File: config.mk
export PLATFORM = sky130hd
export DESIGN_NAME = spi_tx_target
export DESIGN_NICKNAME = d
export VERILOG_FILES = /design/src/rtl/spi_tx_pkg.sv /design/src/rtl/spi_tx_sync.sv /design/src/rtl/spi_tx_fifo.sv /design/src/rtl/spi_tx_regs.sv /design/src/rtl/spi_tx_shifter.sv /design/src/rtl/spi_tx_target.sv
export SDC_FILE = /design/constraint.sdc
export NUM_CORES = 2
export LEC_CHECK = 0
export BUFFER_PORTS_ARGS = -buffer_cell sky130_fd_sc_hd__clkbuf_2
export CAP_MARGIN = 20
export CORE_MARGIN = 2
export CORE_UTILIZATION = 50
export CTS_CLUSTER_DIAMETER = 200
export DETAILED_ROUTE_END_ITERATION = 8
export MAX_ROUTING_LAYER = met4
export PLACE_DENSITY_LB_ADDON = 0.12
export SYNTH_ARGS = -nofsm -noshare
export SYNTH_HDL_FRONTEND = slang
export SYNTH_HIERARCHICAL = 1
export SYNTH_SLANG_ARGS = --single-unit
File: constraint.sdc
create_clock -name clk -period 4 [get_ports clk]
set_clock_uncertainty 0.2 [all_clocks]
set_input_delay 0.6 -clock clk [delete_from_list [all_inputs] [get_ports clk]]
set_output_delay 0.6 -clock clk [all_outputs]
set_load 0.05 [all_outputs]
File: src/rtl/spi_tx_pkg.sv
`timescale 1ns/1ps
package spi_tx_pkg;
  localparam int REG_AW = 4;
  localparam int REG_DW = 32;

  localparam logic [REG_AW-1:0] ADDR_CTRL  = 4'h0;
  localparam logic [REG_AW-1:0] ADDR_STAT  = 4'h1;
  localparam logic [REG_AW-1:0] ADDR_CMD   = 4'h2;
  localparam logic [REG_AW-1:0] ADDR_DATA  = 4'h3;
  localparam logic [REG_AW-1:0] ADDR_EVT   = 4'h4;
  localparam logic [REG_AW-1:0] ADDR_MASK  = 4'h5;
  localparam logic [REG_AW-1:0] ADDR_LEVEL = 4'h6;

  localparam int CTRL_EN     = 0;
  localparam int CTRL_ACCESS = 1;
  localparam int CMD_RST     = 0;
  localparam int CMD_CNTRST  = 1;
  localparam int CMD_FILLED  = 2;
  localparam int CMD_START   = 3;
  localparam int EVT_END     = 0;
endpackage

File: src/rtl/spi_tx_sync.sv
`timescale 1ns/1ps
module spi_tx_sync #(
  parameter int   STAGES  = 2,
  parameter logic RST_VAL = 1'b0
) (
  input  logic clk,
  input  logic rst_n,
  input  logic pin_i,
  output logic level_o,
  output logic rise_o,
  output logic fall_o
);
  logic [STAGES-1:0] chain;
  logic              prev;

  always_ff @(posedge clk or negedge rst_n) begin
    if (!rst_n) begin
      chain <= {STAGES{RST_VAL}};
      prev  <= RST_VAL;
    end else begin
      chain <= {chain[STAGES-2:0], pin_i};
      prev  <= chain[STAGES-1];
    end
  end

  assign level_o = chain[STAGES-1];
  assign rise_o  = level_o & ~prev;
  assign fall_o  = ~level_o & prev;
endmodule

File: src/rtl/spi_tx_fifo.sv
`timescale 1ns/1ps
module spi_tx_fifo #(
  parameter int WORD_W     = 32,
  parameter int FIFO_BYTES = 256
) (
  input  logic                          clk,
  input  logic                          rst_n,
  input  logic                          clr_i,
  input  logic                          push_i,
  input  logic [WORD_W-1:0]             push_data_i,
  input  logic [$clog2(FIFO_BYTES)-1:0] rd_idx_i,
  output logic [$clog2(FIFO_BYTES):0]   level_o,
  output logic                          full_o,
  output logic [7:0]                    rd_byte_o
);
  localparam int BPW    = WORD_W / 8;
  localparam int BSEL_W = $clog2(BPW);
  localparam int DEPTH  = FIFO_BYTES / BPW;
  localparam int WA     = $clog2(DEPTH);
  localparam int PTR_W  = $clog2(FIFO_BYTES);

  logic [WORD_W-1:0] mem [DEPTH];
  logic [WA:0]       words;
  logic [WORD_W-1:0] rd_word;

  assign full_o  = (words == (WA+1)'(DEPTH));
  assign level_o = {words, {BSEL_W{1'b0}}};

  always_ff @(posedge clk or negedge rst_n) begin
    if (!rst_n)                 words <= '0;
    else if (clr_i)             words <= '0;
    else if (push_i && !full_o) words <= words + 1'b1;
  end

  always_ff @(posedge clk) begin
    if (push_i && !full_o && !clr_i) mem[words[WA-1:0]] <= push_data_i;
  end

  assign rd_word   = mem[rd_idx_i[PTR_W-1:BSEL_W]];
  assign rd_byte_o = rd_word[{rd_idx_i[BSEL_W-1:0], 3'b000} +: 8];
endmodule

File: src/rtl/spi_tx_regs.sv
`timescale 1ns/1ps
module spi_tx_regs
  import spi_tx_pkg::*;
#(
  parameter int LVL_W = 9
) (
  input  logic              clk,
  input  logic              rst_n,
  input  logic              wr_valid_i,
  input  logic [REG_AW-1:0] wr_addr_i,
  input  logic [REG_DW-1:0] wr_data_i,
  input  logic [REG_AW-1:0] rd_addr_i,
  output logic [REG_DW-1:0] rd_data_o,
  input  logic              end_evt_i,
  input  logic [LVL_W-1:0]  level_i,
  output logic              enable_o,
  output logic              access_o,
  output logic [7:0]        status_o,
  output logic              fifo_clr_o,
  output logic              push_o,
  output logic              armed_o,
  output logic              evt_end_o,
  output logic              irq_o
);
  logic fill_done, mask_end;
  logic cmd_wr, evt_wr;

  assign cmd_wr     = wr_valid_i && (wr_addr_i == ADDR_CMD);
  assign evt_wr     = wr_valid_i && (wr_addr_i == ADDR_EVT);
  assign fifo_clr_o = cmd_wr && (wr_data_i[CMD_RST] || wr_data_i[CMD_CNTRST]);
  assign push_o     = wr_valid_i && (wr_addr_i == ADDR_DATA) && access_o;

  always_ff @(posedge clk or negedge rst_n) begin
    if (!rst_n) begin
      enable_o  <= 1'b0;
      access_o  <= 1'b0;
      status_o  <= 8'h00;
      mask_end  <= 1'b1;
      fill_done <= 1'b0;
      armed_o   <= 1'b0;
      evt_end_o <= 1'b0;
    end else begin
      if (wr_valid_i && wr_addr_i == ADDR_CTRL) begin
        enable_o <= wr_data_i[CTRL_EN];
        access_o <= wr_data_i[CTRL_ACCESS];
      end
      if (wr_valid_i && wr_addr_i == ADDR_STAT) status_o <= wr_data_i[7:0];
      if (wr_valid_i && wr_addr_i == ADDR_MASK) mask_end <= wr_data_i[EVT_END];

      if (end_evt_i || fifo_clr_o)             fill_done <= 1'b0;
      else if (cmd_wr && wr_data_i[CMD_FILLED]) fill_done <= 1'b1;

      if (end_evt_i || fifo_clr_o)                         armed_o <= 1'b0;
      else if (cmd_wr && wr_data_i[CMD_START] && fill_done) armed_o <= 1'b1;

      if (end_evt_i)                          evt_end_o <= 1'b1;
      else if (evt_wr && wr_data_i[EVT_END]) evt_end_o <= 1'b0;
    end
  end

  assign irq_o = evt_end_o & ~mask_end;

  always_comb begin
    rd_data_o = '0;
    unique case (rd_addr_i)
      ADDR_CTRL:  rd_data_o = {30'b0, access_o, enable_o};
      ADDR_STAT:  rd_data_o = {24'b0, status_o};
      ADDR_EVT:   rd_data_o = {31'b0, evt_end_o};
      ADDR_MASK:  rd_data_o = {31'b0, mask_end};
      ADDR_LEVEL: rd_data_o = REG_DW'(level_i);
      default:    rd_data_o = '0;
    endcase
  end
endmodule

File: src/rtl/spi_tx_shifter.sv
`timescale 1ns/1ps
module spi_tx_shifter #(
  parameter int PTR_W = 8
) (
  input  logic             clk,
  input  logic             rst_n,
  input  logic             enable_i,
  input  logic             armed_i,
  input  logic             fifo_clr_i,
  input  logic             cs_level_i,
  input  logic             cs_rise_i,
  input  logic             cs_fall_i,
  input  logic             sclk_rise_i,
  input  logic             sclk_fall_i,
  input  logic [7:0]       status_i,
  input  logic [PTR_W:0]   level_i,
  input  logic [7:0]       fifo_byte_i,
  output logic [PTR_W-1:0] rd_idx_o,
  output logic             miso_o
);
  logic [7:0]     shreg;
  logic [3:0]     bitcnt;
  logic [PTR_W:0] rd_ptr;
  logic           use_fifo, load;
  logic [7:0]     next_byte;

  assign use_fifo  = armed_i && (rd_ptr < level_i);
  assign next_byte = use_fifo ? fifo_byte_i : status_i;
  assign load      = enable_i && (cs_fall_i ||
                     (!cs_level_i && sclk_fall_i && bitcnt == 4'd8));
  assign rd_idx_o  = rd_ptr[PTR_W-1:0];

  always_ff @(posedge clk or negedge rst_n) begin
    if (!rst_n) begin
      shreg  <= 8'h00;
      bitcnt <= 4'd0;
      rd_ptr <= '0;
    end else if (cs_rise_i || fifo_clr_i) begin
      bitcnt <= 4'd0;
      rd_ptr <= '0;
    end else if (load) begin
      shreg  <= next_byte;
      bitcnt <= 4'd0;
      if (use_fifo) rd_ptr <= rd_ptr + 1'b1;
    end else if (enable_i && !cs_level_i) begin
      if (sclk_rise_i) bitcnt <= bitcnt + 1'b1;
      if (sclk_fall_i) shreg  <= {shreg[6:0], 1'b0};
    end
  end

  assign miso_o = enable_i & ~cs_level_i & shreg[7];
endmodule

File: src/rtl/spi_tx_target.sv
`timescale 1ns/1ps
module spi_tx_target
  import spi_tx_pkg::*;
#(
  parameter int FIFO_BYTES  = 256,
  parameter int WORD_W      = 32,
  parameter int SYNC_STAGES = 2
) (
  input  logic              clk,
  input  logic              rst_n,
  input  logic              spi_sclk_i,
  input  logic              spi_cs_n_i,
  output logic              spi_miso_o,
  input  logic              reg_wr_valid_i,
  output logic              reg_wr_ready_o,
  input  logic [REG_AW-1:0] reg_wr_addr_i,
  input  logic [REG_DW-1:0] reg_wr_data_i,
  input  logic [REG_AW-1:0] reg_rd_addr_i,
  output logic [REG_DW-1:0] reg_rd_data_o,
  output logic              irq_o
);
  localparam int PTR_W = $clog2(FIFO_BYTES);
  localparam int LVL_W = PTR_W + 1;

  logic sclk_lvl, sclk_rise, sclk_fall;
  logic cs_lvl, cs_rise, cs_fall;
  logic ctl_enable, ctl_access, fifo_clr, fifo_push, tx_armed, evt_end, fifo_full;
  logic [7:0]       status_byte, fifo_byte;
  logic [LVL_W-1:0] fifo_level;
  logic [PTR_W-1:0] rd_idx;
  logic             end_evt;

  assign reg_wr_ready_o = 1'b1;
  assign end_evt        = cs_rise & ctl_enable;

  spi_tx_sync #(.STAGES(SYNC_STAGES), .RST_VAL(1'b0)) u_sclk_sync (
    .clk(clk), .rst_n(rst_n), .pin_i(spi_sclk_i),
    .level_o(sclk_lvl), .rise_o(sclk_rise), .fall_o(sclk_fall));

  spi_tx_sync #(.STAGES(SYNC_STAGES), .RST_VAL(1'b1)) u_cs_sync (
    .clk(clk), .rst_n(rst_n), .pin_i(spi_cs_n_i),
    .level_o(cs_lvl), .rise_o(cs_rise), .fall_o(cs_fall));

  spi_tx_regs #(.LVL_W(LVL_W)) u_regs (
    .clk(clk), .rst_n(rst_n),
    .wr_valid_i(reg_wr_valid_i), .wr_addr_i(reg_wr_addr_i), .wr_data_i(reg_wr_data_i),
    .rd_addr_i(reg_rd_addr_i), .rd_data_o(reg_rd_data_o),
    .end_evt_i(end_evt), .level_i(fifo_level),
    .enable_o(ctl_enable), .access_o(ctl_access), .status_o(status_byte),
    .fifo_clr_o(fifo_clr), .push_o(fifo_push), .armed_o(tx_armed),
    .evt_end_o(evt_end), .irq_o(irq_o));

  spi_tx_fifo #(.WORD_W(WORD_W), .FIFO_BYTES(FIFO_BYTES)) u_fifo (
    .clk(clk), .rst_n(rst_n), .clr_i(fifo_clr), .push_i(fifo_push),
    .push_data_i(reg_wr_data_i[WORD_W-1:0]), .rd_idx_i(rd_idx),
    .level_o(fifo_level), .full_o(fifo_full), .rd_byte_o(fifo_byte));

  spi_tx_shifter #(.PTR_W(PTR_W)) u_shift (
    .clk(clk), .rst_n(rst_n), .enable_i(ctl_enable), .armed_i(tx_armed),
    .fifo_clr_i(fifo_clr), .cs_level_i(cs_lvl), .cs_rise_i(cs_rise),
    .cs_fall_i(cs_fall), .sclk_rise_i(sclk_rise), .sclk_fall_i(sclk_fall),
    .status_i(status_byte), .level_i(fifo_level), .fifo_byte_i(fifo_byte),
    .rd_idx_o(rd_idx), .miso_o(spi_miso_o));
endmodule

Word-level counts from Yosys, hierarchy flattened
Memories as Yosys holds them, arrays and structs flattened.
Cells that the tools add are included.

operators by class
  add/subtract/negate cells = 3
  bitwise logic cells = 14
  shift operators = 1
  $lt $le $gt $ge = 1
  mux-type cells = 22
  eq/ne operators = 11
  reduce and logical (&&, ||, !) cells = 41

operator list
  operator                                                               number
  9-bit one-hot mux with 5 select lines                                  1
  8-bit 2-to-1 mux                                                       4
  32-bit by 6-bit variable part select with 8-bit output                 1
  9-bit 2-to-1 mux                                                       3
  4-bit by 3-bit equality test with 1-bit output, second input constant  5
  1-bit logical AND                                                      19
  4-bit 2-to-1 mux                                                       4
  2-bit nonzero test                                                     8
  7-bit 2-to-1 mux                                                       2
  9-bit by 1-bit adder with 9-bit output, second input constant          1
  9-bit less-than comparator                                             1
  1-bit AND                                                              8
  4-bit by 1-bit equality test with 1-bit output, second input constant  2
  4-bit by 2-bit equality test with 1-bit output, second input constant  2
  4-bit zero test                                                        2
  1-bit 2-to-1 mux                                                       8
  7-bit by 1-bit adder with 7-bit output, second input constant          1
  7-bit equality test, second input constant                             1
  1-bit inverter                                                         6
  3-bit nonzero test                                                     2
  4-bit by 1-bit adder with 4-bit output, second input constant          1
  4-bit equality test, second input constant                             1
  1-bit logical OR                                                       4
  2-bit AND reduction                                                    2
  other kinds (2)                                                        4

word-level totals
  word-level logic and storage cells = 109
  memories = 1
  bits in writable memories = 2048
  output and inout bits = 35
  bits in registers = 48
  input port bits = 45

memories
  name        depth  bits a word  read ports  clocked after memory_dff  write ports  line               source
  u_fifo.mem  64     32           1           0                         1            spi_tx_fifo.sv:22  logic [WORD_W-1:0] mem [DEPTH];

Logic depth before layout (Yosys ltp)
  depth in word-level cells = 8
  mapped depth = 14
  mapped depth without buffers = 8

Cells and area by module
The synthesis kept the hierarchy.

modules (own cells, without submodules)
  module                      area an instance (um2)  times used  sequential area each (um2)  cells an instance
  spi_tx_fifo                 78395.2                 1           61674.2                     3507
  spi_tx_shifter              1435.1                  1           525.5                       153
  spi_tx_regs                 984.7                   1           351.6                       95
  spi_tx_sync at u_cs_sync    93.8                    1           78.8                        5
  spi_tx_sync at u_sclk_sync  90.1                    1           75.1                        5
  spi_tx_target               17.5                    1           0.0                         3

Least setup slack after synthesis
OpenSTA, ideal clock, no wires.

  path kind = input to register
  start = input reg_wr_addr_i[3]
  end = memory u_fifo.mem[63][0] (enable)
  required time = 3.379 ns
  data arrival time = 3.073 ns
  library setup time = 0.421 ns
  buffers on the path = 0
  setup slack = 0.306 ns
  cell stages on the path = 6
  path through = nand4bb_1 nor2_1 nand2b_1 nor3_1 nand3_1 nor2_1

on the way
  cells in the longest elaborated chain, start to end = 7
  elaborated cells on any way between the ends = 11
  classes of those cells = 2 x eq/ne; 2 x mux; 7 x reduce/logical

RTL lines
  item                                            line                 source
  from (decl)                                     spi_tx_target.sv:16  input logic [REG_AW-1:0] reg_wr_addr_i,
  4-bit by 2-bit equality test with 1-bit output  spi_tx_regs.sv:31    assign push_o = wr_valid_i && (wr_addr_i == ADDR_DATA) && access_o;
  1-bit logical AND (2 in series)                 spi_tx_regs.sv:31
  net fifo_push                                   spi_tx_target.sv:27  logic ctl_enable, ctl_access, fifo_clr, fifo_push, tx_armed, evt_end, fifo_full;
  1-bit logical AND (2 in series)                 spi_tx_fifo.sv:36    if (push_i && !full_o && !clr_i) mem[words[WA-1:0]] <= push_data_i;
  1-bit 2-to-1 mux                                spi_tx_fifo.sv:36
  1-bit 2-to-1 mux (not written as such)          spi_tx_fifo.sv:36
  to (decl)                                       spi_tx_fifo.sv:22

The timed path passes the listed nets, and every way through them passes these cells.

Worst setup path after layout
  start = register u_shift.rd_ptr[6]
  end = register u_shift.shreg[5]

on the way
  cells in the longest elaborated chain, start to end = 4
  elaborated cells on any way between the ends = 6
  classes of those cells = 1 x order compare; 1 x shift; 2 x mux; 1 x reduce/logical; 1 x memory

RTL lines
  item                                                    line                  source
  from (decl)                                             spi_tx_shifter.sv:23  logic [PTR_W:0] rd_ptr;
  from (signal assigned)                                  spi_tx_shifter.sv:44  if (use_fifo) rd_ptr <= rd_ptr + 1'b1;
  memory read 64 x 32 bit                                 --
  32-bit by 6-bit variable part select with 8-bit output  spi_tx_fifo.sv:40     assign rd_byte_o = rd_word[{rd_idx_i[BSEL_W-1:0], 3'b000} +: 8];
  net fifo_byte[5]                                        spi_tx_target.sv:28   logic [7:0] status_byte, fifo_byte;
  8-bit 2-to-1 mux                                        spi_tx_shifter.sv:28  assign next_byte = use_fifo ? fifo_byte_i : status_i;
  8-bit 2-to-1 mux                                        spi_tx_shifter.sv:41  end else if (load) begin
  to (signal assigned)                                    spi_tx_shifter.sv:42  shreg <= next_byte;
  to (signal assigned)                                    spi_tx_shifter.sv:47  if (sclk_fall_i) shreg <= {shreg[6:0], 1'b0};
  to (decl)                                               spi_tx_shifter.sv:21  logic [7:0] shreg;

The timed path passes the listed nets, and every way through them passes these cells.
A chain may end at the register's enable or synchronous reset.

==> results.cfg <==
[status]
status = finished clean

[clocking]
cts.sinks = 2096
clock_latency_ns = 0.85
cts-root-buf = clkbuf_16
htreeDepth = 4
cts_max_path_buffers = 3
numCtsBuffers = 211
cts_tree = yes
clkTransAtPathRegs_ns = 0.06

[yosys]
synth_seq_cells = 2096
yosys-top-cells-area = edfxtp_1 76%, mux4_2 12%, a22oi_1 1.8%, mux2i_1 1.8%, dfrtp_1 1.4%
ys_seq_area_share_pct = 77.4
synth.distinct_cells = 72
synth_top_cell_by_area = edfxtp_1
syn-cell-area_um2 = 81000
ys_warn_count = 6
syn_area_per_cell_um2 = 21.5
synth_ff_type = edfxtp_1
synth_cells = 3768
synth_top_area_share_pct = 75.9
synthArstFlopShare_pct = 2.29
synth_edf_count = 2048

[worst_setup_path]
start_kind = flip-flop
crit_buf_inv = 3
worst-setup-path-type = flip-flop to flip-flop
cp_data_required_time_ns = 4.56
critPathSlowestCell = a21oi_1
worstPathArrival_ns = 4.40
cpPeakStageDelay_ns = 0.73
critPathMaxFanout = 18
crit_chain = buf_4 > and2_2 > buf_4 > a22oi_1 > a21oi_1 > nor4_2 > buf_4 > nor4_1 > mux2i_1 > o21ai_1
timing.critical_path.mode_cell = buf_4
crit_path_end_kind = flip-flop
path_delay_family = compound AO/OA/AOI/OAI gates

[global_route]
grt_overflow = 0
antenna_found_initial = 13
grt_max_degree = 94
grt_pass1_vias = 40000
grt_pass1_wl_mm = 298
grt.total_usage_pct = 26.6

[die]
core_area_um2 = 161000
die_w_um = 407
io_pins = 80
rows = 147
fp.dieArea_um2 = 165000
fp.dieH_um = 407
initial_core_util_pct = 50.4

[power]
p_leak_uw = 0.0288
powerDensity_nw_per_um2 = 473
vdd_drop_max_mv = 0.480

[drt]
ant_nets = 0
drc = 0
wl_per_cell_um = 32.6
viasPerCell = 6.25
dr.pass1.iters = 7
postRouteWirelength_mm = 211
drt_iter0_markers = 4790
routed-via-count = 40400

[layout]
nNetsFinal = 4181
fillers = 11700
mostFrequentLayoutCell = edfxtp_1
final_cell_mix = 2048 x edfxtp_1, 447 x mux4_2, 212 x clkbuf_16
drive_above_1_share_pct = 28.1
area_growth_pct = 15.3

[timing]
drv_slew = 0
fin_ws_ns = 0.166
relSlewSlack_pct = 36.3
final-setup-viol-count = 0
finalSetupTns_ns = 0
post-route-min-period_ns = 3.83
timing_hold_violations_final = 0
rsz0062_at_grt = no
hold-worst-slack_ns = 0.0257
fin_crit_sh_pct = 95.9
tightest_slew_ns = 0.950
fmax_mhz = 261

[flow_run]
max-cap-violations = 0

[placed_design]
pre_cts_ws_ns = -0.117
gp_congestion = 0.849
place_hpwl_mm = 127
port_buffers = 55

[min_path]
hp-class = primary input to flip-flop
-- worst register-to-register path, stage by stage, from the launching register on --
cell and delay (ns):
dfrtp_2 0.72, buf_4 0.32, and2_2 0.21, buf_4 0.30
a22oi_1 0.15, a21oi_1 0.73, nor4_2 0.23, buf_4 0.20
nor4_1 0.41, mux2i_1 0.13, o21ai_1 0.15
-- synth_stat cells, types with 8 or more instances --
cell / n
o22ai_1: 32
mux2_2: 21
a221oi_1: 9
o21ai_0: 17
inv_1: 17
o21ai_1: 9
mux4_2: 447
o221ai_1: 34
nor2b_1: 15
nor4_1: 35
a31oi_1: 8
a21oi_1: 100
a22oi_1: 190
buf_4: 56
nand2b_1: 8
clkbuf_1: 80
edfxtp_1: 2048
buf_2: 58
ha_1: 13
mux2i_1: 142
a211oi_1: 17
buf_6: 27
nand3_1: 18
buf_1: 19
dfrtp_1: 44
nor2_1: 111
nand2_1: 54
or3_1: 8
nor3_1: 15
o211ai_1: 9
-- per-stage QoR --
step | area (µm²) | util [%] | instances | power, µW
6_report | 93400 | 58.1 | 6468 | 44200
2_1_floorplan | 81100 | - | 3791 | 24900
3_3_place_gp | 86200 | 53.7 | 6036 | 25500
3_5_place_dp | 86300 | 53.7 | 6037 | 25500
5_1_grt | 93400 | 58.1 | 6466 | 45400
4_1_cts | 93100 | 57.9 | 6439 | 44500
-- per-layer routing --
| layer | vias to the layer above | share of wire (%) | track usage, % |
|---|---|---|---|
| met5 | - | 0 | - |
| met4 | 0 | 2.5 | 7.19 |
| met3 | 309 | 8.6 | 5.98 |
| met2 | 1786 | 48 | 40.0 |
| met1 | 21700 | 41 | 37.2 |
| li1 | 16600 | - | - |
-- logic make-up after synthesis --
family                     synth area share, %
DFF                                       77.4
muxes                                     14.5
AOI/OAI and AO/OA                         3.93
and+or+nand+nor                           2.04
buffers and inverters                     1.86
adders and majority gates                0.201
xor gates and xnor gates                0.0757
other                                   0.0139
-- flip-flops by register name, indices dropped and copies added (netlist names), 2 cells and up --
signal,flops
u_fifo/mem,2048
u_sclk_sync/chain,2
u_cs_sync/chain,2
u_fifo/words,7
u_shift/shreg,8
u_shift/bitcnt,4
u_shift/rd_ptr,9
u_regs/status_o,8
-- layout make-up --
class	count	area, µm²	area share [%]
clock inverters	132	1190	1.27
well taps	2160	2700	2.89
diodes	6	15.0	0.0161
inverters	17	63.8	0.0683
multi-input cells	1434	17500	18.7
flip-flops and latches	2096	62700	67.1
repair buffers	363	3790	4.06
clock buffers	260	5500	5.88
-- worst paths after layout --
check                      depth (start not counted)              endpoint  slack, ns            startpoint
max reg2reg                                       10      u_shift/shreg[5]       0.17     u_shift/rd_ptr[6]
min reg2reg                                        0  u_sclk_sync/chain[1]       0.15  u_sclk_sync/chain[0]
min in group asynchronous                          3  u_sclk_sync/chain[1]       0.47                 rst_n
min                                                1     u_fifo/mem[31][5]       0.03      reg_wr_data_i[5]
max                                               10      u_shift/shreg[5]       0.17     u_shift/rd_ptr[6]
max in group asynchronous                          5      u_shift/shreg[3]       2.47                 rst_n
-- repair_timing --
action	in CTS	in global routing
endpoints found under the hold margin	77	44
setup buffers	0	5
resized for setup	6	1
setup endpoints to repair	4	4
hold buffers	10	7
-- power breakdown --
part           internal [µW]  switching (µW)  leakage [µW]
registers              24200             128        0.0190
clock network          10800            8250       0.00328
logic                    177             588       0.00647
total                  35200            8970        0.0288
Power figures use the tool's default switching activity.
